## src/rtl/ebg_pkg.sv

```systemverilog
package ebg_pkg;

  localparam logic OP_VALIDATE = 1'b0;
  localparam logic OP_CLEAR    = 1'b1;

  // Next state of one IN full flag. Cancel beats set, and set beats tx done.
  function automatic logic full_next(logic cur, logic set, logic tx_done, logic cancel);
    if (cancel)  return 1'b0;
    if (set)     return 1'b1;
    if (tx_done) return 1'b0;
    return cur;
  endfunction

  // Endpoint 0 validate is refused while any of these holds.
  function automatic logic ctl_refuse(logic ovr, logic pend, logic setup_now);
    return ovr | pend | setup_now;
  endfunction

  // Overwrite: a SETUP arrives over unread contents that are not being read
  // in the same cycle, or the serial engine reports an overwrite directly.
  function automatic logic ovr_set(logic setup_now, logic unread, logic clr_now, logic ext_ovr);
    return ext_ovr | (setup_now & unread & ~clr_now);
  endfunction

endpackage

```

## src/rtl/ebg_cmd_decode.sv

```systemverilog
module ebg_cmd_decode #(
  parameter int NEP = 5,
  parameter int EPW = 3
) (
  input  logic           cmd_valid,
  input  logic           cmd_op,
  input  logic [EPW-1:0] cmd_ep,
  input  logic           ev_in_sent,
  input  logic [EPW-1:0] ev_in_ep,
  output logic [NEP-1:0] val_hit,
  output logic [NEP-1:0] sent_hit,
  output logic           val_any,
  output logic           val_ep0,
  output logic           in_range,
  output logic           clr_ep0
);
  import ebg_pkg::*;

  localparam logic [EPW:0] NEP_W = NEP[EPW:0];

  logic is_val;
  logic is_clr;

  assign is_val   = cmd_valid & (cmd_op == OP_VALIDATE);
  assign is_clr   = cmd_valid & (cmd_op == OP_CLEAR);
  assign in_range = ({1'b0, cmd_ep} < NEP_W);
  assign val_any  = is_val;
  assign val_ep0  = is_val & (cmd_ep == '0);
  assign clr_ep0  = is_clr & (cmd_ep == '0);

  for (genvar i = 0; i < NEP; i++) begin : g_hit
    localparam logic [EPW-1:0] IDX = EPW'(i);
    assign val_hit[i]  = is_val & (cmd_ep == IDX);
    assign sent_hit[i] = ev_in_sent & (ev_in_ep == IDX);
  end

endmodule

```

## src/rtl/ebg_ctrl_lock.sv

```systemverilog
module ebg_ctrl_lock (
  input  logic clk,
  input  logic rst,
  input  logic setup_i,
  input  logic out_rx_i,
  input  logic ovr_i,
  input  logic clr_i,
  output logic ovr_o,
  output logic pend_o,
  output logic refuse_o
);
  import ebg_pkg::*;

  logic unread_q;
  logic ovr_q;
  logic pend_q;

  always_ff @(posedge clk) begin
    if (rst) begin
      unread_q <= 1'b0;
      ovr_q    <= 1'b0;
      pend_q   <= 1'b0;
    end else begin
      unread_q <= setup_i | out_rx_i | (unread_q & ~clr_i);
      ovr_q    <= ovr_set(setup_i, unread_q, clr_i, ovr_i) | (ovr_q & ~clr_i);
      pend_q   <= setup_i | (pend_q & ~clr_i);
    end
  end

  assign ovr_o    = ovr_q;
  assign pend_o   = pend_q;
  assign refuse_o = ctl_refuse(ovr_q, pend_q, setup_i);

endmodule

```

## src/rtl/ebg_full_flag.sv

```systemverilog
module ebg_full_flag (
  input  logic clk,
  input  logic rst,
  input  logic set_i,
  input  logic tx_done_i,
  input  logic cancel_i,
  output logic full_o
);
  import ebg_pkg::*;

  logic full_q;

  always_ff @(posedge clk) begin
    if (rst) full_q <= 1'b0;
    else     full_q <= full_next(full_q, set_i, tx_done_i, cancel_i);
  end

  assign full_o = full_q;

endmodule

```

## src/rtl/ep_buf_guard.sv

```systemverilog
module ep_buf_guard #(
  parameter int NEP = 5,
  parameter int EPW = 3
) (
  input  logic           clk,
  input  logic           rst,
  input  logic           cmd_valid,
  input  logic           cmd_op,
  input  logic [EPW-1:0] cmd_ep,
  input  logic           ev_in_sent,
  input  logic [EPW-1:0] ev_in_ep,
  input  logic           ev_setup,
  input  logic           ev_out_rx,
  input  logic           ev_overwrite,
  output logic [NEP-1:0] in_full,
  output logic           ctl_ovr,
  output logic           ctl_setup_pend,
  output logic           val_ack,
  output logic           val_nak
);

  // Named internal events, brought out for the checker.
  logic [NEP-1:0] val_hit;
  logic [NEP-1:0] sent_hit;
  logic           val_any;
  logic           val_ep0;
  logic           in_range;
  logic           clr_ep0;
  logic           ctl_refuse_now;
  logic           val_accept;
  logic           val_reject;
  logic           ack_q;
  logic           nak_q;

  ebg_cmd_decode #(.NEP(NEP), .EPW(EPW)) u_dec (
    .cmd_valid (cmd_valid),
    .cmd_op    (cmd_op),
    .cmd_ep    (cmd_ep),
    .ev_in_sent(ev_in_sent),
    .ev_in_ep  (ev_in_ep),
    .val_hit   (val_hit),
    .sent_hit  (sent_hit),
    .val_any   (val_any),
    .val_ep0   (val_ep0),
    .in_range  (in_range),
    .clr_ep0   (clr_ep0)
  );

  ebg_ctrl_lock u_lock (
    .clk     (clk),
    .rst     (rst),
    .setup_i (ev_setup),
    .out_rx_i(ev_out_rx),
    .ovr_i   (ev_overwrite),
    .clr_i   (clr_ep0),
    .ovr_o   (ctl_ovr),
    .pend_o  (ctl_setup_pend),
    .refuse_o(ctl_refuse_now)
  );

  assign val_accept = val_any & in_range & ~(val_ep0 & ctl_refuse_now);
  assign val_reject = val_any & ~val_accept;

  for (genvar i = 0; i < NEP; i++) begin : g_ep
    logic cancel;
    if (i == 0) begin : g_ctl
      assign cancel = ev_setup;
    end else begin : g_plain
      assign cancel = 1'b0;
    end
    ebg_full_flag u_flag (
      .clk      (clk),
      .rst      (rst),
      .set_i    (val_hit[i] & val_accept),
      .tx_done_i(sent_hit[i]),
      .cancel_i (cancel),
      .full_o   (in_full[i])
    );
  end

  always_ff @(posedge clk) begin
    if (rst) begin
      ack_q <= 1'b0;
      nak_q <= 1'b0;
    end else begin
      ack_q <= val_accept;
      nak_q <= val_reject;
    end
  end

  assign val_ack = ack_q;
  assign val_nak = nak_q;

endmodule

```

## config.mk

```make
export PLATFORM = sky130hd
export DESIGN_NAME = ep_buf_guard
export DESIGN_NICKNAME = d
export VERILOG_FILES = /design/src/rtl/ebg_pkg.sv /design/src/rtl/ebg_cmd_decode.sv /design/src/rtl/ebg_ctrl_lock.sv /design/src/rtl/ebg_full_flag.sv /design/src/rtl/ep_buf_guard.sv
export SDC_FILE = /design/constraint.sdc
export NUM_CORES = 1
export LEC_CHECK = 0
export ABC_AREA = 1
export CORE_MARGIN = 4
export CORE_UTILIZATION = 35
export CTS_BUF_LIST = sky130_fd_sc_hd__clkbuf_8 sky130_fd_sc_hd__clkbuf_16
export CTS_CLUSTER_DIAMETER = 120
export DETAILED_ROUTE_END_ITERATION = 12
export GPL_ROUTABILITY_DRIVEN = 0
export PLACE_DENSITY = 0.81
export SYNTH_ARGS = -nofsm -noshare
export SYNTH_HDL_FRONTEND = slang
export SYNTH_SLANG_ARGS = --single-unit
```

## constraint.sdc

```tcl
create_clock -name clk -period 0.8 [get_ports clk]
set_input_delay 0.16 -clock clk [delete_from_list [all_inputs] [get_ports clk]]
set_output_delay 0.16 -clock clk [all_outputs]
set_load 0.005 [all_outputs]
```

Yosys cells after proc, flatten, opt, wreduce, memory -nomap -nowiden. Cells that the tools add are included.

Register bits after elaboration: 10. Input bits: 14. Output and inout port bits: 9. Word-level logic and storage cells: 128.

$lt $le $gt $ge: 1. Equal/unequal tests: 8. Multiplexer cells: 64. Bitwise operators: 38. Reductions and logical operators: 7.

Operators by type and width (number): 2-to-1 mux 1 bit (64); AND 1 bit (27); nonzero test 3 bit (5); == test 3 x 2 -> 1 bit, second input constant (4); OR 1 bit (7); == test 3 x 1 -> 1 bit, second input constant (2); == test 3 bit, second input constant (2); logical NOT 3 bit (2); inverter 1 bit (4); < comparator 3 bit, second input constant (1).

Logic depth before layout (Yosys ltp).
Depth after elaboration: 16. Mapped depth: 7.

Modules after synthesis. A second synthesis with hierarchy kept.

Cell total of the unflattened synthesis: 113. Area, all modules: 635.6 µm².

Modules (own cells, without submodules): ebg_full_flag (instances 5, cells an instance 8, area an instance 51.3 µm²); ebg_cmd_decode (instances 1, cells an instance 35, area an instance 141.4 µm²); ep_buf_guard (instances 1, cells an instance 21, area an instance 120.1 µm²); ebg_ctrl_lock (instances 1, cells an instance 17, area an instance 117.6 µm²).

Worst setup path before layout. Ideal clock, no wire load.

Kind: register to register. From: register u_lock.ovr_q (netlist: u_lock.ovr_o). To: register ack_q (netlist: val_ack). Arrival time: 0.782 ns. Required time: 0.741 ns. Path slack: -0.041 ns. Cell stages (with the launch flop): 7. Path through: dfxtp_1 > inv_1 > nand2_1 > nor2_1 > inv_1 > a21oi_2 > and2_1.

Cells in the longest elaborated chain, start to end: 5.

Ends and longest elaborated chain: from (decl) (line ebg_ctrl_lock.sv:15) `logic ovr_q;`; from (signal assigned) (line ebg_ctrl_lock.sv:25) `ovr_q <= ovr_set(setup_i, unread_q, clr_i, ovr_i) | (ovr_q & ~clr_i);`; OR 1 bit (2 in a row) (line ebg_pkg.sv:16) `return ovr | pend | setup_now;`; AND 1 bit (line ep_buf_guard.sv:61) `assign val_accept = val_any & in_range & ~(val_ep0 & ctl_refuse_now);`; inverter 1 bit (line ep_buf_guard.sv:61); AND 1 bit (line ep_buf_guard.sv:61); to (signal assigned) (line ep_buf_guard.sv:86) `ack_q <= val_accept;`; to (decl) (line ep_buf_guard.sv:32) `logic ack_q;`.

No other way between the ends. A chain may end at the register's enable or synchronous reset.

Worst setup path in the final report.
From: register u_lock.pend_q (netlist: u_lock.pend_o). To: output ctl_setup_pend.

RTL lines: from (decl) (line ebg_ctrl_lock.sv:16) `logic pend_q;`; from (signal assigned) (line ebg_ctrl_lock.sv:26) `pend_q <= setup_i | (pend_q & ~clr_i);`; to (decl) (line ep_buf_guard.sv:17) `output logic ctl_setup_pend,`.

No word-level cell between the ends.

==> impl_results.md <==
* RR Startpoint: u_lock.pend_o
* Seq cells post-synth at 10
* Pin count of the biggest net entering global routing at 7
* Failing checks: negative setup slack
* RR Endpoint: val_ack
* H-tree Lvls at 1
* Worst setup startpoint: u_lock.pend_o
* Cell count along the critical path at 2
* WL final at 1375 um
* DR iter-0 viols at 3
* Fin crit share at 1.185
* Most used DFF post-synth: dfxtp_1
* FMAX at approximately 1.1 GHz
* Arrival @ worst endpoint at between 0.7 and 0.8 ns
* RSZ-0062 raised after global routing: true
* Number of fill cells in the layout at around 110
* PortBufs at 22
* Clock skew at roughly 0.0031 ns
* Commonest non-fill, non-tap cell in the layout: nand2_1
* CTS tree: built
* Remaining global-route overflow at 0
* Dpl ws at -0.5655 ns
* Layout area overhead at 62.59%
* Slew Limit Fails at 0
* Hold Buf Count CTS at 0
* Clock transition at the registers of the reported paths at around 0.05 ns
* # rows at 13
* Initial antenna violation count at 0
* Clock latency on the worst-skew pair at roughly 0.23 ns
* Starting Density at 0.3865
* Asr flop ratio synth at 0
* Share of layout cells above drive strength 1 at 0.4423
* Antenna Cells at 0
* Final setup viols at 11
* Area taken by multi-input logic gates at around 270 sq um
* Crit Path Class: reg -> out
* Tot GR Track Use at 0.1532
* Area of the core at around 1400 sq um
* Setup TNS at -0.5009 ns
* Hold Crit Class: in -> reg
* Measured slew at the worst slew-check pin at around 0.22 ns
* Via count at 553
* Vias in the first global route at between 500 and 600
* Family with the most delay on the worst path: flip-flops
* WL/cell at 11.55 um
* Net Count, Synth at just under 90
* R2R cell count at 6
* Global-route wire length before repair at roughly 2300 um
* Leak pwr at slightly above 0.0004 uW
* DPL Wire Length at about 990 um
* Slew headroom at 0.8525
* Final #Nets at roughly 120
* Yosys warnings at 0
* Die span in y at 46.61 um
* Setup ws final at -0.1478 ns
* Buf/Inv on CP at 2
* Reg-to-reg setup timing slack at -0.08 ns
* DRC viols at 0
* Critical Path End: ctl_setup_pend
* Commonest cells after routing, fill and taps aside: nand2_1, buf_4
* Power Total at 1383 uW
* Syn Inst Count at between 70 and 80
* EDFF count, synth at 0
* Slowest CP cell: dfxtp_2
* Critical-path cell list: buf_4 -> buf_6
* Critical Path End Type: output port
* CP required at around 0.64 ns
* Die Footprint at 2172 sq um
* Status: finished, violations left
* Via/cell ratio at about 4.6
* Distinct cells, synth at 17
* Routed Antenna Nets at 0
* CTS Sinks at 10
* I/O Pins at 23
* Worst setup SP type: flip-flop
* Syn_area_per_cell at approximately 7.1 sq um
* Final hold violations at 0
* Clk buf depth at 2
* Pwr dens at ~1600 nW/um^2
* Total of max-cap violations at 0
* Mapped cell area at around 520 sq um
* TritonCTS buffer count at 3
* Maximum VDD drop at ~0.82 mV
* Sequential fraction of the synthesis area at 0.3837
* Drt pass-1 iters at 4
* Crit Path Max Fanout at 3
* Register Area at around 210 sq um
* Min cycle time layout at 0.9478 ns
* Die width at 46.61 um
* Clock root cell: clkbuf_8
* CP peak stage delay at approximately 0.32 ns
==> area by class of cell <==
type / count / area share
flip-flops and latches: 10 / 0.2463
clock buffers: 4 / 0.06490
well taps: 15 / 0.02212
multi-input cells: 47 / 0.3156
inverters: 12 / 0.05310
repair buffers: 31 / 0.2979
==> tightest hold or removal path, cell delays in order <==
cell and delay, ns:
buf_2 0.14, nand3_1 0.09, o21ai_1 0.06
==> per-layer routing <==
metal | GRT usage | share of wire
met4 | 0.06630 | 0.0044
met3 | 0.03906 | 0.089
met2 | 0.2802 | 0.50
met5 | 0 | 0
met1 | 0.1628 | 0.41
==> synth_stat cells, types with 2 or more instances <==
library cell,number,area share
nand2_1,16,0.12
nand3_1,7,0.067
nor2_4,2,0.043
inv_1,10,0.072
nand4_1,2,0.024
a21oi_1,5,0.048
nor2_1,8,0.058
buf_4,5,0.072
dfxtp_1,10,0.38
inv_2,2,0.014
==> repair_timing <==
item                                    4_1_cts  5_1_grt
endpoints found under the setup margin       19       17
resized for setup                            61       10
buffers inserted                              2        1
pin swaps                                     5        9
gates cloned                                  0        0
==> worst min path at each step <==
stage,end,from,slack (ns),depth (start not counted)
6_report,g_ep[1].u_flag.full_o,cmd_ep[0],0.26,3
5_1_grt,g_ep[3].u_flag.full_o,cmd_ep[0],0.28,3
4_1_cts,g_ep[3].u_flag.full_o,cmd_ep[0],0.25,3
3_5_place_dp,u_lock.unread_q,u_lock.unread_q,0.45,2
3_3_place_gp,g_ep[3].u_flag.full_o,g_ep[3].u_flag.full_o,0.45,2
2_1_floorplan,u_lock.pend_o,rst,0.22,1
==> state kept, by name (all words and copies together) (netlist names) <==
| signal | cells |
|---|---|
| val_nak | 1 |
| u_lock.ovr_o | 1 |
| u_lock.pend_o | 1 |
| u_lock.unread_q | 1 |
| val_ack | 1 |
| g_ep.u_flag.full_o | 5 |
==> through the flow <==
stage | hold WS (ns) | utilization | area [sq um] | instances
3_3_place_gp | 0.4526 | 0.5709 | 770.7 | 112
3_5_place_dp | 0.4535 | 0.5709 | 770.7 | 112
4_1_cts | 0.2531 | 0.5959 | 804.5 | 118
5_1_grt | 0.2772 | 0.6284 | 848.3 | 119
2_1_floorplan | 0.2217 | - | 524.3 | 74
6_report | 0.2602 | 0.6284 | 848.3 | 119
==> where the power goes <==
group	internal (uW)	switching, uW	total [uW]
registers	522	11.6	533
logic	118	115	233
clock network	431	185	616
total	1070	312	1380
==> logic make-up after synthesis <==
logic type	synth area share
buffers and inverters	0.1583
and+or+nand+nor	0.3669
AOI/OAI and AO/OA	0.09112
DFF	0.3837
Power figures use the tool's default switching activity.
